$ cat src/rtl/uart_rf_pkg.sv
package uart_rf_pkg;
  localparam int ADDR_W   = 8;
  localparam int NUM_REGS = 13;

  // register slot indices
  localparam int RI_DATA  = 0;
  localparam int RI_IER   = 1;
  localparam int RI_IID   = 2;
  localparam int RI_LCR   = 3;
  localparam int RI_MCR   = 4;
  localparam int RI_LSR   = 5;
  localparam int RI_MSR   = 6;
  localparam int RI_SCR   = 7;
  localparam int RI_XSTAT = 8;
  localparam int RI_TXLVL = 9;
  localparam int RI_RXLVL = 10;
  localparam int RI_HALT  = 11;
  localparam int RI_FRAC  = 12;

  localparam logic [7:0] REG_OFS [NUM_REGS] = '{
    8'h00, 8'h04, 8'h08, 8'h0C, 8'h10, 8'h14, 8'h18,
    8'h1C, 8'h7C, 8'h80, 8'h84, 8'hA4, 8'hC0};

  localparam logic [7:0] IER_MASK = 8'h8F;

  typedef enum logic [3:0] {
    IID_MODEM   = 4'h0,
    IID_NONE    = 4'h1,
    IID_THRE    = 4'h2,
    IID_RXDATA  = 4'h4,
    IID_LINE    = 4'h6,
    IID_BUSY    = 4'h7,
    IID_TIMEOUT = 4'hC
  } iid_e;
endpackage

$ cat src/rtl/uart_rf_decode.sv
module uart_rf_decode
  import uart_rf_pkg::*;
(
  input  logic [ADDR_W-3:0]   word_addr,
  output logic [NUM_REGS-1:0] hit
);
  for (genvar g = 0; g < NUM_REGS; g++) begin : g_slot
    assign hit[g] = (word_addr == REG_OFS[g][ADDR_W-1:2]);
  end
endmodule

$ cat src/rtl/uart_rf_lsr.sv
module uart_rf_lsr #(
  parameter int NERR = 4
) (
  input  logic            clk,
  input  logic            rst_n,
  input  logic [NERR-1:0] err_in,
  input  logic            clr,
  output logic [NERR-1:0] err_q
);
  // a new event in the clearing cycle survives the clear
  always_ff @(posedge clk or negedge rst_n) begin
    if (!rst_n) err_q <= '0;
    else        err_q <= (clr ? '0 : err_q) | err_in;
  end
endmodule

$ cat src/rtl/uart_rf_irq.sv
module uart_rf_irq
  import uart_rf_pkg::*;
(
  input  logic [3:0] ier,
  input  logic       line_pend,
  input  logic       rx_valid,
  input  logic       rx_timeout,
  input  logic       thre_pend,
  input  logic       modem_delta,
  input  logic       busy_pend,
  output iid_e       iid,
  output logic       irq
);
  // lowest priority first, later assignments override
  always_comb begin
    iid = IID_NONE;
    if (busy_pend)                 iid = IID_BUSY;
    if (ier[3] && modem_delta)     iid = IID_MODEM;
    if (ier[1] && thre_pend)       iid = IID_THRE;
    if (ier[0] && rx_valid)        iid = IID_RXDATA;
    if (ier[0] && rx_timeout)      iid = IID_TIMEOUT;
    if (ier[2] && line_pend)       iid = IID_LINE;
  end
  assign irq = (iid != IID_NONE);
endmodule

$ cat src/rtl/uart_reg_frontend.sv
module uart_reg_frontend
  import uart_rf_pkg::*;
#(
  parameter int LVL_W  = 6,
  parameter int FRAC_W = 4
) (
  input  logic              clk,
  input  logic              rst_n,
  input  logic              bus_wr,
  input  logic              bus_rd,
  input  logic [ADDR_W-1:0] bus_addr,
  input  logic [31:0]       bus_wdata,
  output logic [31:0]       bus_rdata,
  input  logic              rx_valid,
  input  logic [7:0]        rx_data,
  output logic              rx_pop,
  output logic              tx_valid,
  output logic [7:0]        tx_data,
  input  logic              tx_ready,
  input  logic              err_overrun,
  input  logic              err_parity,
  input  logic              err_frame,
  input  logic              err_break,
  input  logic              rx_fifo_err,
  input  logic              rx_timeout,
  input  logic              tx_empty,
  input  logic              tx_idle,
  input  logic              eng_busy,
  input  logic [7:0]        modem_in,
  input  logic              modem_delta,
  input  logic [LVL_W-1:0]  tx_level,
  input  logic [LVL_W-1:0]  rx_level,
  output logic [7:0]        line_cfg,
  output logic [7:0]        modem_cfg,
  output logic [15:0]       divisor,
  output logic [FRAC_W-1:0] div_frac,
  output logic              fifo_en,
  output logic [2:0]        halt_cfg,
  output logic              irq
);
  localparam int LVL_PAD  = 32 - LVL_W;
  localparam int FRAC_PAD = 32 - FRAC_W;

  logic [NUM_REGS-1:0] hit;
  logic [7:0] ier_q, scratch_q, lsr_v;
  logic [3:0] err_q;
  logic       dlab, thre_q, busy_q, empty_d;
  logic       thr_wr, lcr_blocked, thre_set, thre_clr, busy_clr;
  iid_e       iid;
  logic       unused_bits;

  assign unused_bits = ^{bus_addr[1:0], bus_wdata[31:8]};
  assign dlab        = line_cfg[7];

  uart_rf_decode i_decode (
    .word_addr (bus_addr[ADDR_W-1:2]),
    .hit       (hit)
  );

  uart_rf_lsr #(.NERR(4)) i_lsr (
    .clk    (clk),
    .rst_n  (rst_n),
    .err_in ({err_break, err_frame, err_parity, err_overrun}),
    .clr    (bus_rd && hit[RI_LSR]),
    .err_q  (err_q)
  );

  uart_rf_irq i_irq (
    .ier         (ier_q[3:0]),
    .line_pend   (|err_q),
    .rx_valid    (rx_valid),
    .rx_timeout  (rx_timeout),
    .thre_pend   (thre_q),
    .modem_delta (modem_delta),
    .busy_pend   (busy_q),
    .iid         (iid),
    .irq         (irq)
  );

  // data port side
  assign thr_wr   = bus_wr && hit[RI_DATA] && !dlab;
  assign tx_valid = thr_wr && tx_ready;
  assign tx_data  = bus_wdata[7:0];
  assign rx_pop   = bus_rd && hit[RI_DATA] && !dlab && rx_valid;

  assign lcr_blocked = bus_wr && hit[RI_LCR] && eng_busy && !halt_cfg[1];

  // configuration registers
  always_ff @(posedge clk or negedge rst_n) begin
    if (!rst_n) begin
      line_cfg  <= '0;
      modem_cfg <= '0;
      divisor   <= '0;
      div_frac  <= '0;
      fifo_en   <= 1'b0;
      halt_cfg  <= '0;
      ier_q     <= '0;
      scratch_q <= '0;
    end else if (bus_wr) begin
      if (hit[RI_DATA] && dlab) divisor[7:0] <= bus_wdata[7:0];
      if (hit[RI_IER]) begin
        if (dlab) divisor[15:8] <= bus_wdata[7:0];
        else      ier_q         <= bus_wdata[7:0] & IER_MASK;
      end
      if (hit[RI_IID])                  fifo_en   <= bus_wdata[0];
      if (hit[RI_LCR] && !lcr_blocked)  line_cfg  <= bus_wdata[7:0];
      if (hit[RI_MCR])                  modem_cfg <= bus_wdata[7:0];
      if (hit[RI_SCR])                  scratch_q <= bus_wdata[7:0];
      if (hit[RI_HALT])                 halt_cfg  <= bus_wdata[2:0];
      if (hit[RI_FRAC])                 div_frac  <= bus_wdata[FRAC_W-1:0];
    end
  end

  // pending-source flags
  assign thre_set = (tx_empty && !empty_d) ||
                    (bus_wr && hit[RI_IER] && !dlab && bus_wdata[1] && !ier_q[1] && tx_empty);
  assign thre_clr = thr_wr || (bus_rd && hit[RI_IID] && iid == IID_THRE);
  assign busy_clr = bus_rd && hit[RI_XSTAT];

  always_ff @(posedge clk or negedge rst_n) begin
    if (!rst_n) begin
      empty_d <= 1'b1;
      thre_q  <= 1'b0;
      busy_q  <= 1'b0;
    end else begin
      empty_d <= tx_empty;
      thre_q  <= thre_set || (thre_q && !thre_clr);
      busy_q  <= lcr_blocked || (busy_q && !busy_clr);
    end
  end

  assign lsr_v = {rx_fifo_err, tx_empty && tx_idle,
                  ier_q[7] ? !tx_ready : tx_empty, err_q, rx_valid};

  // read mux
  always_comb begin
    bus_rdata = '0;
    if (bus_rd) begin
      if (hit[RI_DATA])  bus_rdata = {24'h0, dlab ? divisor[7:0] : rx_data};
      if (hit[RI_IER])   bus_rdata = {24'h0, dlab ? divisor[15:8] : ier_q};
      if (hit[RI_IID])   bus_rdata = {24'h0, fifo_en, fifo_en, 2'b00, iid};
      if (hit[RI_LCR])   bus_rdata = {24'h0, line_cfg};
      if (hit[RI_MCR])   bus_rdata = {24'h0, modem_cfg};
      if (hit[RI_LSR])   bus_rdata = {24'h0, lsr_v};
      if (hit[RI_MSR])   bus_rdata = {24'h0, modem_in};
      if (hit[RI_SCR])   bus_rdata = {24'h0, scratch_q};
      if (hit[RI_XSTAT]) bus_rdata = {28'h0, rx_valid, tx_empty, tx_ready, eng_busy};
      if (hit[RI_TXLVL]) bus_rdata = {{LVL_PAD{1'b0}}, tx_level};
      if (hit[RI_RXLVL]) bus_rdata = {{LVL_PAD{1'b0}}, rx_level};
      if (hit[RI_HALT])  bus_rdata = {29'h0, halt_cfg};
      if (hit[RI_FRAC])  bus_rdata = {{FRAC_PAD{1'b0}}, div_frac};
    end
  end
endmodule

$ cat config.mk
export PLATFORM = sky130hd
export DESIGN_NAME = uart_reg_frontend
export DESIGN_NICKNAME = d
export VERILOG_FILES = /design/src/rtl/uart_rf_pkg.sv /design/src/rtl/uart_rf_decode.sv /design/src/rtl/uart_rf_lsr.sv /design/src/rtl/uart_rf_irq.sv /design/src/rtl/uart_reg_frontend.sv
export SDC_FILE = /design/constraint.sdc
export NUM_CORES = 1
export LEC_CHECK = 0
export ABC_CLOCK_PERIOD_IN_PS = 3100
export CORE_MARGIN = 3
export CORE_UTILIZATION = 40
export DETAILED_ROUTE_END_ITERATION = 8
export DONT_BUFFER_PORTS = 1
export SYNTH_ARGS = -nofsm -noshare
export SYNTH_HDL_FRONTEND = slang
export SYNTH_HIERARCHICAL = 1
export SYNTH_SLANG_ARGS = --single-unit
$ cat constraint.sdc
create_clock -name clk -period 3.1 [get_ports clk]
set_input_delay 0 -clock clk [delete_from_list [all_inputs] [get_ports clk]]
set_output_delay 0 -clock clk [all_outputs]
set_load 0.05 [all_outputs]
==> results of run 1 <==
-- stage by stage --
stage	utilization (%)	setup slack, ns
floorplan	-	0.530
global route	47.3	0.0915
CTS	47.3	0.237
finish	47.4	0.218
global placement	42.7	0.619
detailed placement	42.7	0.630
-- area by class of cell --
class / instances / share of cell area [%]
multi-input combinational: 281 / 47.3
sequential: 60 / 35.5
timing repair buffer: 37 / 8.10
clock buffer: 14 / 4.08
tap: 108 / 3.19
inverter: 12 / 1.06
clock inverter: 1 / 0.709
antenna: 2 / 0.118
-- worst paths after layout --
| kind | start | to | slack [ns] | cells after the start |
|---|---|---|---|---|
| setup / recovery | i_lsr/err_q[1]$_DFF_PN0_ | bus_rdata[0] | 0.22 | 8 |
| hold reg to reg | scratch_q[4]$_DFFE_PN0P_ | scratch_q[4]$_DFFE_PN0P_ | 0.51 | 1 |
| hold / removal | bus_wdata[2] | tx_data[2] | 0.00002 | 0 |
| min in group asynchronous | rst_n | line_cfg[0]$_DFFE_PN0P_ | 0.21 | 2 |
| max in group asynchronous | rst_n | empty_d$_DFF_PN1_ | 2.59 | 2 |
| setup reg to reg | i_lsr/err_q[1]$_DFF_PN0_ | thre_q$_DFF_PN0_ | 0.57 | 7 |
-- worst max-delay path, delay by kind of cell (launching register included) --
| family | cells | cell delay, ns |
|---|---|---|
| buffers and inverters | 1 | 0.21 |
| AOI/OAI and AO/OA | 2 | 0.57 |
| and+or+nand+nor | 5 | 1.36 |
| DFF | 1 | 0.40 |
-- routing by layer --
layer,track usage (%),vias up
li1,-,1388
met1,27.9,1505
met2,36.0,154
met3,7.92,21
met4,7.37,0
met5,0,-
-- cells by family (layout without fill, tap and decap cells) --
| group | Yosys count | after routing | share of synthesized area (%) |
|---|---|---|---|
| mux | 64 | 64 | 19.2 |
| compound gates | 83 | 83 | 15.4 |
| buf+inv | 58 | 64 | 9.28 |
| flops | 60 | 60 | 40.0 |
| other cells | 1 | 26 | 0.0997 |
| simple gates | 110 | 110 | 16.1 |
-- cell usage after synthesis (4+ instances only) --
master	number	area (µm²)
a221oi_1	6	52.6
inv_1	11	41.3
a21o_1	5	37.5
nand2b_1	7	43.8
a22oi_1	4	30.0
nor2_1	20	75.1
dfrtp_1	59	1480
and3_1	5	31.3
buf_4	34	255
nor2b_1	14	87.6
clkbuf_1	9	33.8
nand3_1	8	40.0
a21oi_1	18	90.1
o21ai_0	13	65.1
o22ai_1	7	43.8
nand2_1	26	97.6
o211ai_1	4	30.0
mux2_2	64	721
-- power by group through the flow --
stage	combinational (µW)	sequential, µW	clock [µW]
3_5_place_dp	279	1070	0
4_1_cts	331	1050	756
6_report	331	1050	744
5_1_grt	357	1060	794
2_1_floorplan	296	1040	0
3_3_place_gp	272	1060	0
-- state kept, by name, indices dropped and copies added (netlist names), 3 cells and up --
register,count
divisor,16
line_cfg,8
modem_cfg,8
scratch_q,8
ier_q,5
div_frac,4
i_lsr/err_q,4
halt_cfg,3
==> run_results.csv, run 1 <==
group,metric,value,unit
timing,finalHoldViolCount,0,
synth,ys_ff_latch,60,
setup_path,max_stage_delay,0.62,ns
global_routing,grt_first_pass_wirelength,17.6,mm
place,gp_congestion,0.888,
global_routing,grt_max_degree,61,
die,start_util,42.1,%
clock_network,tritoncts,"yes",
power_and_ir_drop,seqPwrFrac,49.4,%
clock_network,path_clk_slew,0.08,ns
clock_network,cts_setup_buffers,0,
job,cap_viol_max_count,0,
clock_network,ctsResizeCount,0,
clock_network,cts_sinks,60,
timing,setup_viol,0,
routing,drt_iter0_drc,187,
timing,tns,0,ns
clock_network,root_buffer,"clkbuf_8",
synth,seq_area_frac_synth,40.0,%
routing,drt-total-wl,11.7,mm
setup_path,arrival,2.88,ns
setup_path,cp-start-kind,"flip-flop",
synth,synth_edf_count,0,
clock_network,cts_hold_buf,19,
power_and_ir_drop,comb_power_share,15.6,%
setup_path,cp.required,3.10,ns
power_and_ir_drop,p_total,2130,µW
synth,syn_avg_cell_area,10.0,µm²
timing,slew_headroom,59.5,%
routing,wl_met1,4.69,mm
synth,synth_flop_cell,"dfrtp_1",
setup_path,cp_cell_sequence,"or4_1, and2_1, nor3_1, nor2b_1, o41ai_1, a21oi_1, nor2_1, buf_4",
timing,worstMarginPinSlew,0.606,ns
routing,top_layer,"met4",
routing,remaining_drc_errors,0,
die,fp.dieH,103,µm
power_and_ir_drop,intPower,1410,µW
die,die-area,0.0106,mm²
final_layout,seqCellArea,0.00150,mm²
setup_path,crit_slowest_cell,"or4_1",
power_and_ir_drop,clkPwrFrac,35.0,%
timing,clock.fmax,347,MHz
min_path,hp-class,"primary input to output pin",
place,place_area,0.00382,mm²
global_routing,grt_pass1_vias,3058,
synth,synthDistinctLibCells,58,
final_layout,num-fill-cells,836,
setup_path,crit_fanout,3,
power_and_ir_drop,p_sw_share,33.9,%
final_layout,drive_above_1_share,27.2,%
final_layout,fin_nets,485,
power_and_ir_drop,p_sw,721,µW
die,die_w,103,µm
power_and_ir_drop,leakagePower,0.00190,µW
status,run_status,"complete, no violations",
place,portBuffers,0,
timing,rsz0062_at_grt,"no",
clock_network,clockBufferDepth,2,
clock_network,insertion_delay,0.35,ns
place,hpwl,8.45,mm
synth,netlist_instances,376,
global_routing,track_usage,22.3,%
clock_network,cts-buffers-inserted,9,
power_and_ir_drop,powerDensity,502,mW/mm²
routing,wl_met2,5.43,mm
synth,synth_warnings,6,
final_layout,final_common_cell,"mux2_2",
routing,detail_route.wl_per_cell,22.7,µm
final_layout,syn_to_final_growth,12.6,%
final_layout,final_cell_area,0.00423,mm²
routing,wl_met3,1.31,mm
synth,syn_area,0.00376,mm²
final_layout,layoutNonFillerInstCount,515,
timing,min_period,2.88,ns
routing,viasPerCell,5.96,
routing,ant_nets,0,
timing,holdWs,0.0000226,ns
final_layout,layout_common_cells,"mux2_2 (64), dfrtp_1 (59), nand2_1 (26), conb_1 (24), nor2_1 (20)",
synth,synthArstFlopShare,100,%
global_routing,antenna_found_initial,2,
clock_network,h-tree-depth,3,
die,rows,34,
final_layout,multi_input_area,0.00200,mm²
timing,slew_violations,0,
routing,vias,3068,
die,core-area,0.00893,mm²
place,dp_cells,479,
die,top_level_ports,167,
global_routing,grt-ovfl-total,0,
power_and_ir_drop,peakVddDrop,0.320,mV
routing,dr.pass1.iters,4,
timing,period_share,93.0,%
timing,finalClockSkew,0.00923,ns
setup_path,worst-setup-path-type,"flip-flop to output pin",
setup_path,endpoint_kind,"output pin",
(Power assumes the default switching activity.)
==> run 2, diff against run 1 <==
--- a/config.mk
+++ b/config.mk
@@ -10,6 +10,8 @@
 export CORE_UTILIZATION = 40
 export DETAILED_ROUTE_END_ITERATION = 8
 export DONT_BUFFER_PORTS = 1
+export GPL_TIMING_DRIVEN = 0
+export PLACE_DENSITY_LB_ADDON = 0.08
 export SYNTH_ARGS = -nofsm -noshare
 export SYNTH_HDL_FRONTEND = slang
 export SYNTH_HIERARCHICAL = 1
==> constraint.sdc (replaced) <==
create_clock -name clk -period 3.1 [get_ports clk]
set_input_delay 0 -clock clk [delete_from_list [all_inputs] [get_ports clk]]
set_output_delay 0 -clock clk [all_outputs]
set_load 0.01 [all_outputs]
==> run_results.csv, run 2 (same netlist as run 1, synthesis figures left out) <==
group,metric,value,unit
status,run_status,"complete, no violations",
die,core-area,0.00893,mm²
routing,drt_iter0_drc,124,
setup_path,r2r-end,"thre_q$_DFF_PN0_",
clock_network,h-tree-depth,3,
final_layout,drive_above_1_share,30.0,%
setup_path,timing.critical_path.from,"i_lsr/err_q[1]$_DFF_PN0_",
timing,worstMarginPinSlew,0.801,ns
final_layout,regMostFlops,"divisor",
die,start_util,42.1,%
setup_path,crit_fanout,3,
final_layout,fin_nets,509,
routing,dr.pass1.iters,4,
routing,drt-total-wl,11.9,mm
setup_path,arrival,2.86,ns
setup_path,worst-setup-path-type,"flip-flop to output pin",
min_path,hp-class,"primary input to flip-flop",
routing,ant_nets,0,
setup_path,worst_r2r_path_depth,6,
clock_network,insertion_delay,0.34,ns
timing,finalClockSkew,0.0131,ns
clock_network,clockBufferDepth,2,
global_routing,grt_first_pass_wirelength,17.9,mm
final_layout,syn_to_final_growth,15.2,%
final_layout,final_cell_area,0.00433,mm²
timing,finalHoldViolCount,0,
min_path,whs_path_depth,4,
final_layout,diodes,0,
job,cap_viol_max_count,0,
global_routing,grt-ovfl-total,0,
setup_path,setup.worst_path.end,"bus_rdata[0]",
global_routing,antenna_found_initial,0,
place,dp_cells,507,
clock_network,tritoncts,"yes",
final_layout,final_core_util,48.5,%
power_and_ir_drop,leakagePower,0.00198,µW
routing,detail_route.wl_per_cell,22.0,µm
timing,rsz0062_at_grt,"no",
timing,setup_viol,0,
place,place_area,0.00398,mm²
timing,min_period,2.86,ns
setup_path,cp.required,3.10,ns
final_layout,layout_common_cells,"mux2_2 (64), dfrtp_1 (59), buf_4 (34), nand2_1 (26), conb_1 (24)",
power_and_ir_drop,peakVddDrop,0.232,mV
final_layout,largest_register_ffs,16,
setup_path,reg2reg_slack,1.09,ns
clock_network,path_clk_slew,0.08,ns
die,die_w,103,µm
die,top_level_ports,167,
place,gp_congestion,0.874,
clock_network,cts-buffers-inserted,9,
clock_network,cts_setup_buffers,0,
routing,remaining_drc_errors,0,
final_layout,num-fill-cells,876,
setup_path,endpoint_kind,"output pin",
clock_network,cts_sinks,60,
routing,viasPerCell,5.67,
power_and_ir_drop,p_total,1900,µW
routing,vias,3051,
setup_path,cp-start-kind,"flip-flop",
place,portBuffers,0,
die,rows,34,
die,die-area,0.0106,mm²
timing,slew_headroom,46.5,%
clock_network,root_buffer,"clkbuf_8",
global_routing,grt_max_degree,61,
timing,period_share,92.1,%
global_routing,grt_pass1_vias,3177,
final_layout,final_common_cell,"mux2_2",
power_and_ir_drop,powerDensity,439,mW/mm²
timing,tns,0,ns
timing,clock.fmax,350,MHz
timing,slew_violations,0,
final_layout,layoutNonFillerInstCount,538,
place,hpwl,8.73,mm
global_routing,track_usage,22.8,%
die,fp.dieH,103,µm
setup_path,r2r_start,"i_lsr/err_q[1]$_DFF_PN0_",
## run 2: worst min-delay path by stage
stage / from / to / slack [ns]
6_report: bus_addr[6] / busy_q$_DFF_PN0_ / 0.07
2_1_floorplan: rst_n / busy_q$_DFF_PN0_ / -0.30
4_1_cts: bus_addr[6] / busy_q$_DFF_PN0_ / 0.05
5_1_grt: bus_wdata[5] / tx_data[5] / 0.09
3_5_place_dp: rst_n / divisor[4]$_DFFE_PN0P_ / -0.29
3_3_place_gp: rst_n / divisor[4]$_DFFE_PN0P_ / -0.29
## run 2: final cells by class
type                       instances  area [µm²]  share of cell area [%]
buffer                            46         304                    7.02
clock buffer                      11         131                    3.03
clock inverter                     5        52.6                    1.21
inverter                          12        45.0                    1.04
multi-input combinational        281        2000                    46.0
sequential                        60        1500                    34.7
tap                              108         135                    3.12
timing repair buffer              15         168                    3.87
## run 2: metal layers
metal	vias up	part of all wire, %	GRT usage [%]
met5	-	0	0
met4	0	1.0	7.57
met3	8	9.7	8.32
met2	130	48	36.8
met1	1485	41	28.3
li1	1428	-	-
## run 2: stage by stage
step | setup WS [ns] | hold WS (ns)
6_report | 0.243 | 0.0665
2_1_floorplan | 1.16 | -0.296
3_5_place_dp | 0.632 | -0.294
3_3_place_gp | 0.682 | -0.294
5_1_grt | 0.158 | 0.0944
4_1_cts | 0.245 | 0.0503
## run 2: critical path, cell delays in order (launching register included)
cell	delay [ns]
dfrtp_1	0.40
or4_1	0.64
and2_1	0.20
nor3_1	0.25
nor2b_1	0.08
o41ai_1	0.52
a21oi_1	0.17
nor2_1	0.26
## run 2: power by group
| group | internal (µW) | switching [µW] | total [µW] |
|---|---|---|---|
| Sequential | 848 | 81.1 | 929 |
| Combinational | 144 | 138 | 282 |
| Clock | 368 | 324 | 692 |
| Total | 1360 | 543 | 1900 |
## run 2: repair_timing
item,CTS,global route
hold endpoints to repair,119,0
resized for setup,0,0
hold buffers,15,0
endpoints found under the setup margin,0,0
